**config.mk**
```make
export PLATFORM = sky130hd
export DESIGN_NAME = rbo_byte_order
export DESIGN_NICKNAME = d
export VERILOG_FILES = /design/src/rtl/rbo_pkg.sv /design/src/rtl/rbo_trigger.sv /design/src/rtl/rbo_match.sv /design/src/rtl/rbo_shifter.sv /design/src/rtl/rbo_byte_order.sv
export SDC_FILE = /design/constraint.sdc
export NUM_CORES = 1
export LEC_CHECK = 0
export BUFFER_PORTS_ARGS = -buffer_cell sky130_fd_sc_hd__buf_2
export CORE_ASPECT_RATIO = 0.8
export CORE_MARGIN = 1
export CORE_UTILIZATION = 40
export DETAILED_ROUTE_END_ITERATION = 10
export GPL_ROUTABILITY_DRIVEN = 1
export PLACE_DENSITY = 0.68
export SLEW_MARGIN = 20
export SYNTH_ARGS = -nofsm -noshare
export SYNTH_HDL_FRONTEND = slang
export SYNTH_HIERARCHICAL = 1
export SYNTH_SLANG_ARGS = --single-unit
```
**constraint.sdc**
```tcl
create_clock -name clk_i -period 2.4 [get_ports clk_i]
set_clock_uncertainty 0.05 [all_clocks]
set_input_delay 0.24 -clock clk_i [delete_from_list [all_inputs] [get_ports clk_i]]
set_output_delay 0.24 -clock clk_i [all_outputs]
set_load 0.02 [all_outputs]
```
**src/rtl/rbo_pkg.sv**
```systemverilog
package rbo_pkg;
  localparam int unsigned LANES = 2;

  typedef enum logic {
    START_AUTO   = 1'b0,
    START_MANUAL = 1'b1
  } start_mode_e;
endpackage

```
**src/rtl/rbo_trigger.sv**
```systemverilog
module rbo_trigger
  import rbo_pkg::*;
(
  input  logic clk_i,
  input  logic rst_ni,
  input  logic mode_i,
  input  logic sync_i,
  input  logic req_i,
  output logic trig_o
);
  logic sync_q, req_q;
  logic sync_rise, req_rise;

  always_ff @(posedge clk_i or negedge rst_ni) begin
    if (!rst_ni) begin
      sync_q <= 1'b0;
      req_q  <= 1'b0;
    end else begin
      sync_q <= sync_i;
      req_q  <= req_i;
    end
  end

  assign sync_rise = sync_i & ~sync_q;
  assign req_rise  = req_i & ~req_q;

  always_comb begin
    unique case (start_mode_e'(mode_i))
      START_MANUAL: trig_o = req_rise;
      default:      trig_o = sync_rise;
    endcase
  end
endmodule

```
**src/rtl/rbo_match.sv**
```systemverilog
module rbo_match
  import rbo_pkg::*;
#(
  parameter int unsigned SYM_W = 10
) (
  input  logic [LANES*SYM_W-1:0] word_i,
  input  logic [SYM_W-1:0]       pattern_i,
  output logic [LANES-1:0]       hit_o
);
  for (genvar l = 0; l < LANES; l++) begin : g_lane
    assign hit_o[l] = (word_i[l*SYM_W +: SYM_W] == pattern_i);
  end
endmodule

```
**src/rtl/rbo_shifter.sv**
```systemverilog
module rbo_shifter
  import rbo_pkg::*;
#(
  parameter int unsigned SYM_W = 10,
  localparam int unsigned WORD_W = LANES * SYM_W
) (
  input  logic              clk_i,
  input  logic              rst_ni,
  input  logic              clear_i,
  input  logic              ins_i,
  input  logic [WORD_W-1:0] data_i,
  input  logic [SYM_W-1:0]  pad_i,
  output logic [WORD_W-1:0] eff_o,
  output logic              shift_o,
  output logic [SYM_W-1:0]  hold_o,
  output logic [WORD_W-1:0] data_o
);
  logic              shift_q;
  logic [SYM_W-1:0]  hold_q;
  logic [WORD_W-1:0] out_q;
  logic [SYM_W-1:0]  in_lo, in_hi;

  assign in_lo = data_i[SYM_W-1:0];
  assign in_hi = data_i[WORD_W-1:SYM_W];
  // stream view: carried symbol precedes the current lower slot
  assign eff_o = shift_q ? {in_lo, hold_q} : data_i;

  always_ff @(posedge clk_i or negedge rst_ni) begin
    if (!rst_ni) begin
      shift_q <= 1'b0;
      hold_q  <= '0;
      out_q   <= '0;
    end else if (clear_i) begin
      shift_q <= 1'b0;
      hold_q  <= '0;
      out_q   <= data_i;
    end else if (ins_i) begin
      shift_q <= 1'b1;
      hold_q  <= in_hi;
      out_q   <= {pad_i, in_lo};
    end else begin
      out_q <= eff_o;
      if (shift_q) hold_q <= in_hi;
    end
  end

  assign shift_o = shift_q;
  assign hold_o  = hold_q;
  assign data_o  = out_q;
endmodule

```
**src/rtl/rbo_byte_order.sv**
```systemverilog
module rbo_byte_order
  import rbo_pkg::*;
#(
  parameter int unsigned SYM_W = 10,
  localparam int unsigned WORD_W = LANES * SYM_W
) (
  input  logic              clk_i,
  input  logic              rst_ni,
  input  logic              mode_i,
  input  logic              sync_i,
  input  logic              req_i,
  input  logic [SYM_W-1:0]  pattern_i,
  input  logic [SYM_W-1:0]  pad_i,
  input  logic [WORD_W-1:0] data_i,
  output logic [WORD_W-1:0] data_o,
  output logic              ordered_o
);
  logic              trig;
  logic              ins;
  logic              lo_hit;
  logic              shift_q;
  logic              armed_q;
  logic              ordered_q;
  logic [SYM_W-1:0]  hold_q;
  logic [WORD_W-1:0] eff_word;
  logic [LANES-1:0]  hit;

  rbo_trigger i_trigger (
    .clk_i  (clk_i),
    .rst_ni (rst_ni),
    .mode_i (mode_i),
    .sync_i (sync_i),
    .req_i  (req_i),
    .trig_o (trig)
  );

  rbo_match #(.SYM_W(SYM_W)) i_match (
    .word_i    (eff_word),
    .pattern_i (pattern_i),
    .hit_o     (hit)
  );

  // lower slot has priority; pad only while nothing is carried
  assign lo_hit = armed_q & ~trig & hit[0];
  assign ins    = armed_q & ~trig & ~shift_q & ~hit[0] & hit[1];

  rbo_shifter #(.SYM_W(SYM_W)) i_shifter (
    .clk_i   (clk_i),
    .rst_ni  (rst_ni),
    .clear_i (trig),
    .ins_i   (ins),
    .data_i  (data_i),
    .pad_i   (pad_i),
    .eff_o   (eff_word),
    .shift_o (shift_q),
    .hold_o  (hold_q),
    .data_o  (data_o)
  );

  always_ff @(posedge clk_i or negedge rst_ni) begin
    if (!rst_ni) begin
      armed_q   <= 1'b0;
      ordered_q <= 1'b0;
    end else if (trig) begin
      armed_q   <= 1'b1;
      ordered_q <= 1'b0;
    end else if (lo_hit) begin
      armed_q   <= 1'b0;
      ordered_q <= 1'b1;
    end
  end

  assign ordered_o = ordered_q;
endmodule

```
==> metrics.md, run 1 <==
| Metric | Value |
|---|---|
| Worst Setup Start Kind | `register` |
| HPWL after DPL | `3.762 mm` |
| Avg WL per Cell | `15.96 um` |
| Syn-to-layout area delta | `42.29%` |
| Initial antenna violation count | `0` |
| Status | `finished, violations left` |
| Cell chain of the critical path | `buf_12, mux2_2, xnor2_2, nand4_1, nor4_2, nand2b_4, nor4b_4, nor3b_2, buf_4, mux2_4` |
| # IOs | `66` |
| Root Driver | `clkbuf_8` |
| CTS Buf Count | `5` |
| Slew headroom | `46.75%` |
| Setup CP Type | `register to register` |
| Leading cell type in the layout, fill and taps excluded | `buf_2` |
| GR Util met1 | `29.58%` |
| Min Tclk post-route | `2.701 ns` |
| Net Count, Synth | `243` |
| Gpl congestion | `0.8625` |
| Commonest non-fill, non-tap cells in the layout | `buf_2, dfrtp_1, buf_4` |
| Die Y | `65.57 um` |
| Final period util | `112.5%` |
| First-pass GRT wire length | `8.597 mm` |
| Nets | `330` |
| Ant diodes | `0` |
| Register area | `877.1 sq um` |
| Post-synthesis cell type count | `27` |
| Synth Instances | `198` |
| Final setup violation count | `30` |
| Buffers on Ports | `65` |
| Hold Path Class | `input pin to asynchronous set/reset pin` |
| GRT Total Usage | `22.00%` |
| DRT iter0 DRCs | `97` |
| Post-route insts no fill | `346` |
| Synthesized cell area | `2021 sq um` |
| Final worst setup slack | `-0.3009 ns` |
| Worst-path clk slew | `0.07 ns` |
| Unrepaired setup endpoints after global routing | `true` |
| Peak VDD IR | `0.3355 mV` |
| Site Rows | `22` |
| CP arrival | `2.83 ns` |
| Horiz. Die Dim | `81.47 um` |
| Crit Path Max Fanout | `7` |
| Gr busiest metal | `met2` |
| Full die area | `5342 sq um` |
| M2 GR Usage | `35.83%` |
| Element type at the critical path end | `register` |
| CTS tree | `built` |
| CTS Hold Buffers Added | `0` |
| Max Cap Violations | `0` |
| Mean Syn Cell Area | `10.21 sq um` |
| Max stage delay on crit path | `0.44 ns` |
| Met3 global-route usage | `4.306%` |
| Grt ovf | `0` |
| Final Hold Fails | `35` |
| Pins over their slew limit | `0` |
| Core ar. | `4707 sq um` |
| Clk sinks | `35` |
| Placed cells | `330` |
| CP max-delay cell | `dfrtp_2` |
| Synth warnings | `6` |
| Final-layout fill cell count | `395` |
| Layout cell share with drive strength beyond 1 | `50.35%` |
| Final core utilization | `61.08%` |
| Vias in the first global route | `1728` |
| Failing checks | `negative hold slack, negative setup slack` |
| CP Data Required Time | `2.53 ns` |
| Area of the multi-input gates | `1127 sq um` |
| Fmax | `0.3702 GHz` |
| Power Dens Cells | `467.5 nW/um^2` |
| Total number of vias | `1760` |
| DR vias/cell | `5.087` |
| Leakage | `1.412 nW` |
| Yosys reg bits | `35` |
| Least-Margin Pin Slew | `0.7987 ns` |
| CTS max path bufs | `2` |
| Antenna viol nets, final | `0` |
| Initial core utilization | `42.93%` |
| Worst-Skew Late Latency | `0.29 ns` |
| DR DRC count | `0` |
| Post-synthesis sequential area ratio | `43.34%` |
| Largest net degree at the start of global routing | `36` |
| Worst-case hold slack | `-0.01755 ns` |
| Post-Route WL | `5.522 mm` |
| H-tree lvl count | `2` |
| First drt pass iteration count | `4` |
## path summary, 6_finish.rpt
path,start,slack [ns],endpoint,cells after the start
min reg2reg,ordered_o,0.47,ordered_o,2
max in group asynchronous,rst_ni,1.76,i_shifter/shift_o,1
max reg2reg,i_shifter/shift_o,-0.30,i_shifter/data_o[6],10
min,rst_ni,-0.02,i_shifter/data_o[5],1
min in group clk_i,sync_i,0.02,i_trigger/sync_q,1
max,i_shifter/shift_o,-0.30,i_shifter/data_o[6],10
## report_power, final
part           switching (mW)  total (mW)  internal (mW)
combinational           0.131       0.247          0.116
sequential            0.00749       0.618          0.611
clock                   0.217       0.479          0.262
## cell families (layout without fill, tap and decap cells)
| kind of cell | after synthesis | count (layout) | share of synthesized area [%] |
|---|---|---|---|
| flops | 35 | 35 | 43.34 |
| mux | 20 | 20 | 12.07 |
| xor+xnor | 20 | 20 | 8.668 |
| simple gates | 45 | 45 | 14.12 |
| buf+inv | 35 | 123 | 8.111 |
| compound gates | 43 | 43 | 13.68 |
## cell type report
type	instances	area share, %
flip-flops and latches	35	30.50
inverters	21	2.742
repair buffers	94	21.45
clock buffers	8	3.481
multi-input cells	128	39.21
well taps	60	2.611
## critical path: cells and delay by family (launching register included)
| family | cells | cell delay, ns |
|---|---|---|
| xor+xnor | 1 | 0.14 |
| buf+inv | 2 | 0.36 |
| flops | 1 | 0.44 |
| mux | 2 | 0.67 |
| simple gates | 5 | 0.93 |
## registers in the layout, summed over array words and instances, names as in the netlist
| name | count |
|---|---|
| i_trigger/req_q | 1 |
| i_shifter/hold_o | 10 |
| i_shifter/data_o | 20 |
| ordered_o | 1 |
| armed_q | 1 |
| i_shifter/shift_o | 1 |
| i_trigger/sync_q | 1 |
## metrics by stage
step	worst slack, ns	setup TNS, ns	power (mW)	hold WS, ns	instance area [sq um]
after floorplan	-0.1714	-2.444	0.7467	-0.1056	2064
after global placement	-0.3128	-6.253	0.8517	0.3121	2549
after detailed placement	-0.4687	-8.933	0.8552	0.3124	2549
after CTS	-0.2760	-5.704	1.345	0.003384	2821
after global routing	-0.4068	-10.14	1.400	0.007170	2875
final	-0.3009	-6.220	1.344	-0.01755	2875
## per-layer routing
metal	vias to the layer above	part of all wire (%)
met4	0	1.1
met3	7	6.4
met2	61	47
met5	-	0
met1	831	46
li1	861	-
## synthesized netlist by cell type, drive strengths merged
cell type	count	area share [%]
a222oi	9	4.5
nand4	4	1.2
nand2	11	2.0
mux2	20	12
or3b	10	4.3
xor2	4	1.7
buf	10	3.4
o32ai	1	0.81
nand2b	2	0.62
o21bai	1	0.37
nor2	10	1.9
a21oi	11	2.7
nor4b	2	1.2
a211oi	1	0.37
nor3b	2	0.99
dfrtp	35	43
xnor2	16	6.9
inv	21	3.9
o21ai	20	5.0
clkbuf	4	0.80
nor2b	2	0.62
nor4	2	1.2
## timing repair
item | CTS | global route
buffers inserted | 5 | 1
pin swaps | 8 | 0
endpoints found under the setup margin | 31 | 31
resized for setup | 24 | 13
cloned | 2 | 0
Note: power is estimated with default switching activity, not from simulation.
==> run 2: changes to the inputs <==
--- a/config.mk
+++ b/config.mk
@@ -12,6 +12,7 @@
 export DETAILED_ROUTE_END_ITERATION = 10
 export GPL_ROUTABILITY_DRIVEN = 1
 export PLACE_DENSITY = 0.68
+export RECOVER_POWER = 25
 export SLEW_MARGIN = 20
 export SYNTH_ARGS = -nofsm -noshare
 export SYNTH_HDL_FRONTEND = slang
==> metrics.md, run 2 (synthesis results as in run 1) <==
| Metric | Value |
|---|---|
| Commonest non-fill, non-tap cells in the layout | `buf_2, dfrtp_1, buf_4` |
| Gpl congestion | `0.8625` |
| Grt ovf | `0` |
| CP max-delay cell | `dfrtp_2` |
| Worst path depth | `10` |
| FF-to-FF path depth | `10` |
| Root Driver | `clkbuf_8` |
| Largest net degree at the start of global routing | `36` |
| Cell chain of the critical path | `buf_12, mux2_2, xnor2_2, nand4_1, nor4_2, nand2b_4, nor4b_4, nor3b_2, buf_4, mux2_4` |
| Final period util | `112.5%` |
| Final Cell Area | `2874 sq um` |
| Initial core utilization | `42.93%` |
| Horiz. Die Dim | `81.47 um` |
| GR Util met1 | `29.58%` |
| Final setup violation count | `30` |
| Leading cell type in the layout, fill and taps excluded | `buf_2` |
| Fmax | `0.3705 GHz` |
| WP buf/inv | `2` |
| Post-Route WL | `5.524 mm` |
| CTS max path bufs | `2` |
| HPWL after DPL | `3.762 mm` |
| Avg WL per Cell | `15.97 um` |
| Buffers on Ports | `65` |
| Gr busiest metal | `met2` |
| Total number of vias | `1761` |
| Status | `finished, violations left` |
| Power Dens Cells | `467.5 nW/um^2` |
| Slew headroom | `-27.16%` |
| Hold Path Class | `input pin to register` |
| Peak VDD IR | `0.3352 mV` |
| Post-route insts no fill | `346` |
| Pins over their slew limit | `36` |
| Die Y | `65.57 um` |
| Element type at the critical path end | `register` |
| Syn-to-layout area delta | `42.23%` |
| H-tree lvl count | `2` |
| R2r setup slk | `-0.30 ns` |
| Met3 global-route usage | `4.306%` |
| Layout cell share with drive strength beyond 1 | `50.00%` |
| DP Area | `2549 sq um` |
| DRT iter0 DRCs | `97` |
| Crit Path Max Fanout | `7` |
| Site Rows | `22` |
| Worst-path clk slew | `0.07 ns` |
| CTS tree | `built` |
| DR DRC count | `0` |
| CP arrival | `2.82 ns` |
| First-pass GRT wire length | `8.597 mm` |
| Leakage | `1.410 nW` |
| Unrepaired setup endpoints after global routing | `true` |
| M2 GR Usage | `35.83%` |
| Worst-Skew Late Latency | `0.29 ns` |
| GRT Total Usage | `22.00%` |
| Full die area | `5342 sq um` |
| Final Hold Fails | `0` |
| Nets | `330` |
| Number of flip-flops in the largest register | `20` |
| Failing checks | `max-capacitance violations, max-slew violations, negative setup slack` |
| Max Cap Violations | `1` |
| Min Tclk post-route | `2.699 ns` |
| # IOs | `66` |
| Core ar. | `4707 sq um` |
| WHS Path Cells | `1` |
| CP Data Required Time | `2.53 ns` |
| Setup CP Type | `register to register` |
| DR vias/cell | `5.090` |
| First drt pass iteration count | `4` |
| Max stage delay on crit path | `0.44 ns` |
| Final worst setup slack | `-0.2991 ns` |
| Placed cells | `330` |
| CTS Buf Count | `5` |
| Initial antenna violation count | `0` |
| Clk sinks | `35` |
| Total power | `1.344 mW` |
| Antenna viol nets, final | `0` |
| Vias in the first global route | `1728` |
| Crit path max-delay family | `simple AND/OR/NAND/NOR gates` |
| Worst Setup Start Kind | `register` |
| Ant diodes | `0` |
| Least-Margin Pin Slew | `1.907 ns` |
## run 2: changes by cell type in the layout (fill, tap and decap cells not counted), sizes merged
cell / previous run / this run
clkbuf: 8 / 9
buf: 92 / 91
## run 2: power breakdown
part	switching (mW)	total (mW)	leakage [nW]	internal, mW
clock	0.216	0.478	0.0515	0.262
sequential	0.00749	0.618	0.431	0.611
combinational	0.131	0.247	0.927	0.116
## run 2: metal layers
layer / part of all wire (%) / wire length (um)
met4: 1.1 / 63
met1: 45 / 2498
met3: 6.9 / 380
met5: 0 / 0
met2: 47 / 2582
## run 2: timing repair
item	in CTS	in global routing
gates resized for setup	24	13
hold buffers	0	0
setup endpoints to repair	31	31
pin swaps	8	0
buffers inserted	5	1
cloned	2	0
## run 2: stage by stage
step	util (%)	setup TNS, ns	setup WS (ns)	hold WS [ns]
2_1_floorplan	-	-2.444	-0.1714	-0.1056
3_3_place_gp	54.15	-6.253	-0.3128	0.3121
3_5_place_dp	54.15	-8.933	-0.4687	0.3124
4_1_cts	59.94	-5.704	-0.2760	0.003384
5_1_grt	61.06	-10.14	-0.4068	0.007170
6_report	61.06	-6.177	-0.2991	0.01722
## run 2: path summary, 6_finish.rpt
path,start,end
worst max-delay path,i_shifter/shift_o,i_shifter/data_o[6]
worst min-delay path,sync_i,i_trigger/sync_q
worst max register to register,i_shifter/shift_o,i_shifter/data_o[6]
worst min register to register,ordered_o,ordered_o
max in group asynchronous,rst_ni,i_shifter/shift_o
min in group asynchronous,rst_ni,i_shifter/data_o[5]
## run 2: final cells by class
cell class | instances | area [sq um]
Multi-Input combinational cell | 128 | 1127
Clock buffer | 8 | 100.1
Fill cell | 396 | 1833
Sequential cell | 35 | 877.1
Tap cell | 60 | 75.07
Timing Repair Buffer | 94 | 615.6
Inverter | 21 | 78.83
## run 2: worst reg2reg max path: cells and delay by family, from the launching register on
kind,cells,cell delay (ns)
simple gates,5,0.93
mux,2,0.67
flops,1,0.44
buf+inv,2,0.37
xor+xnor,1,0.14
==> run 3: changes to the inputs <==
--- a/config.mk
+++ b/config.mk
@@ -11,6 +11,7 @@
 export CORE_UTILIZATION = 40
 export DETAILED_ROUTE_END_ITERATION = 10
 export GPL_ROUTABILITY_DRIVEN = 1
+export MAX_ROUTING_LAYER = met4
 export PLACE_DENSITY = 0.68
 export RECOVER_POWER = 25
 export SLEW_MARGIN = 20
==> metrics.md, run 3 (synthesis results as in run 1) <==
| Metric | Value |
|---|---|
| Full die area | `5342 sq um` |
| Leakage | `1.410 nW` |
| Total power | `1.349 mW` |
| Final setup violation count | `30` |
| Cell chain of the critical path | `buf_12, mux2_2, xnor2_2, nand4_1, nor4_2, nand2b_4, nor4b_4, nor3b_2, buf_4, mux2_4` |
| Worst-case hold slack | `0.01779 ns` |
| Final worst setup slack | `-0.3027 ns` |
| DR vias/cell | `5.139` |
| Initial core utilization | `42.93%` |
| Min Tclk post-route | `2.703 ns` |
| GR Util met1 | `29.58%` |
| Buffers on Ports | `65` |
| FF-to-FF Start | `i_shifter/shift_o` |
| Worst-Skew Late Latency | `0.29 ns` |
| Commonest non-fill, non-tap cells in the layout | `buf_2, dfrtp_1, buf_4` |
| First drt pass iteration count | `5` |
| Clk sinks | `35` |
| Worst-path clk slew | `0.07 ns` |
| Largest net degree at the start of global routing | `36` |
| Final period util | `112.6%` |
| GRT Total Usage | `22.60%` |
| Hold_sp | `sync_i` |
| WP buf/inv | `2` |
| Grt ovf | `0` |
| Worst Setup Start Kind | `register` |
| Max Cap Violations | `1` |
| Crit path max-delay family | `simple AND/OR/NAND/NOR gates` |
| Final Cell Area | `2874 sq um` |
| Leading cell type in the layout, fill and taps excluded | `buf_2` |
| Core ar. | `4707 sq um` |
| Number of flip-flops in the largest register | `20` |
| M2 GR Usage | `35.94%` |
| Status | `finished, violations left` |
| Pins over their slew limit | `36` |
| Power Dens Cells | `469.5 nW/um^2` |
| Ant diodes | `0` |
| CP startpoint | `i_shifter/shift_o` |
| Fmax | `0.3700 GHz` |
| Element type at the critical path end | `register` |
| Nets | `330` |
| H-tree lvl count | `2` |
| Post-route insts no fill | `346` |
| Gpl congestion | `0.8764` |
| Total number of vias | `1778` |
| Slew headroom | `-29.60%` |
| Die Y | `65.57 um` |
| Post-Route WL | `5.563 mm` |
| Vias in the first global route | `1735` |
| Crit Path Max Fanout | `7` |
| # IOs | `66` |
| Failing checks | `max-capacitance violations, max-slew violations, negative setup slack` |
| DR DRC count | `0` |
| Peak VDD IR | `0.3413 mV` |
| Root Driver | `clkbuf_8` |
| Gr busiest metal | `met2` |
| Final Hold Fails | `0` |
| CP max-delay cell | `dfrtp_2` |
| Antenna viol nets, final | `0` |
| DP Area | `2549 sq um` |
| Horiz. Die Dim | `81.47 um` |
| Site Rows | `22` |
| Layout cell share with drive strength beyond 1 | `50.00%` |
| Max stage delay on crit path | `0.44 ns` |
| Final core utilization | `61.06%` |
| CTS max path bufs | `2` |
| Unrepaired setup endpoints after global routing | `true` |
| DRT iter0 DRCs | `135` |
| Syn-to-layout area delta | `42.23%` |
| Placed cells | `330` |
| Setup CP Type | `register to register` |
| CTS tree | `built` |
| Initial antenna violation count | `0` |
| First-pass GRT wire length | `8.576 mm` |
| Least-Margin Pin Slew | `1.944 ns` |
| HPWL after DPL | `3.762 mm` |
| CTS Buf Count | `5` |
| CP Data Required Time | `2.52 ns` |
| CTS Hold Buffers Added | `0` |
| Met3 global-route usage | `4.167%` |
| Hold Path Class | `input pin to register` |
| CP arrival | `2.83 ns` |
| Avg WL per Cell | `16.08 um` |
[run 3: cell counts in the layout (fill, tap and decap cells not counted)]
No cell type changed its count.
[run 3: where the power goes]
part,total [mW],switching [mW],internal (mW)
logic,0.248,0.132,0.116
clock network,0.483,0.221,0.262
registers,0.618,0.00748,0.611
[run 3: layer usage]
| layer | share of wire, % | vias to the layer above |
|---|---|---|
| met5 | 0 | - |
| met4 | 1.1 | 0 |
| met3 | 6.5 | 7 |
| met2 | 47 | 69 |
| met1 | 45 | 840 |
| li1 | - | 862 |
[run 3: through the flow]
| step | setup WS (ns) | TNS [ns] |
|---|---|---|
| after floorplan | -0.1714 | -2.444 |
| after global routing | -0.4090 | -10.16 |
| after detailed placement | -0.4687 | -8.933 |
| after CTS | -0.2760 | -5.704 |
| after global placement | -0.3128 | -6.253 |
| final | -0.3027 | -6.311 |
[run 3: path summary, 6_finish.rpt]
check | end | slack, ns | depth (start not counted)
min reg2reg | ordered_o | 0.47 | 2
max reg2reg | i_shifter/data_o[6] | -0.30 | 10
max | i_shifter/data_o[6] | -0.30 | 10
min in group asynchronous | i_shifter/hold_o[2] | 0.44 | 1
min | i_trigger/sync_q | 0.02 | 1
max in group asynchronous | i_shifter/shift_o | 0.60 | 1
[run 3: final cells by class]
type                    instances  area, sq um
fillers                       396         1833
multi-input cells             128         1127
flip-flops and latches         35        877.1
repair buffers                 94        615.6
clock buffers                   8        100.1
inverters                      21        78.83
well taps                      60        75.07
[run 3: timing repair]
item | in CTS | in global routing
buffers inserted | 5 | 1
cloned | 2 | 0
gates resized for setup | 24 | 13
hold endpoints to repair | 0 | 0
pin swaps | 8 | 0
endpoints found under the setup margin | 31 | 31
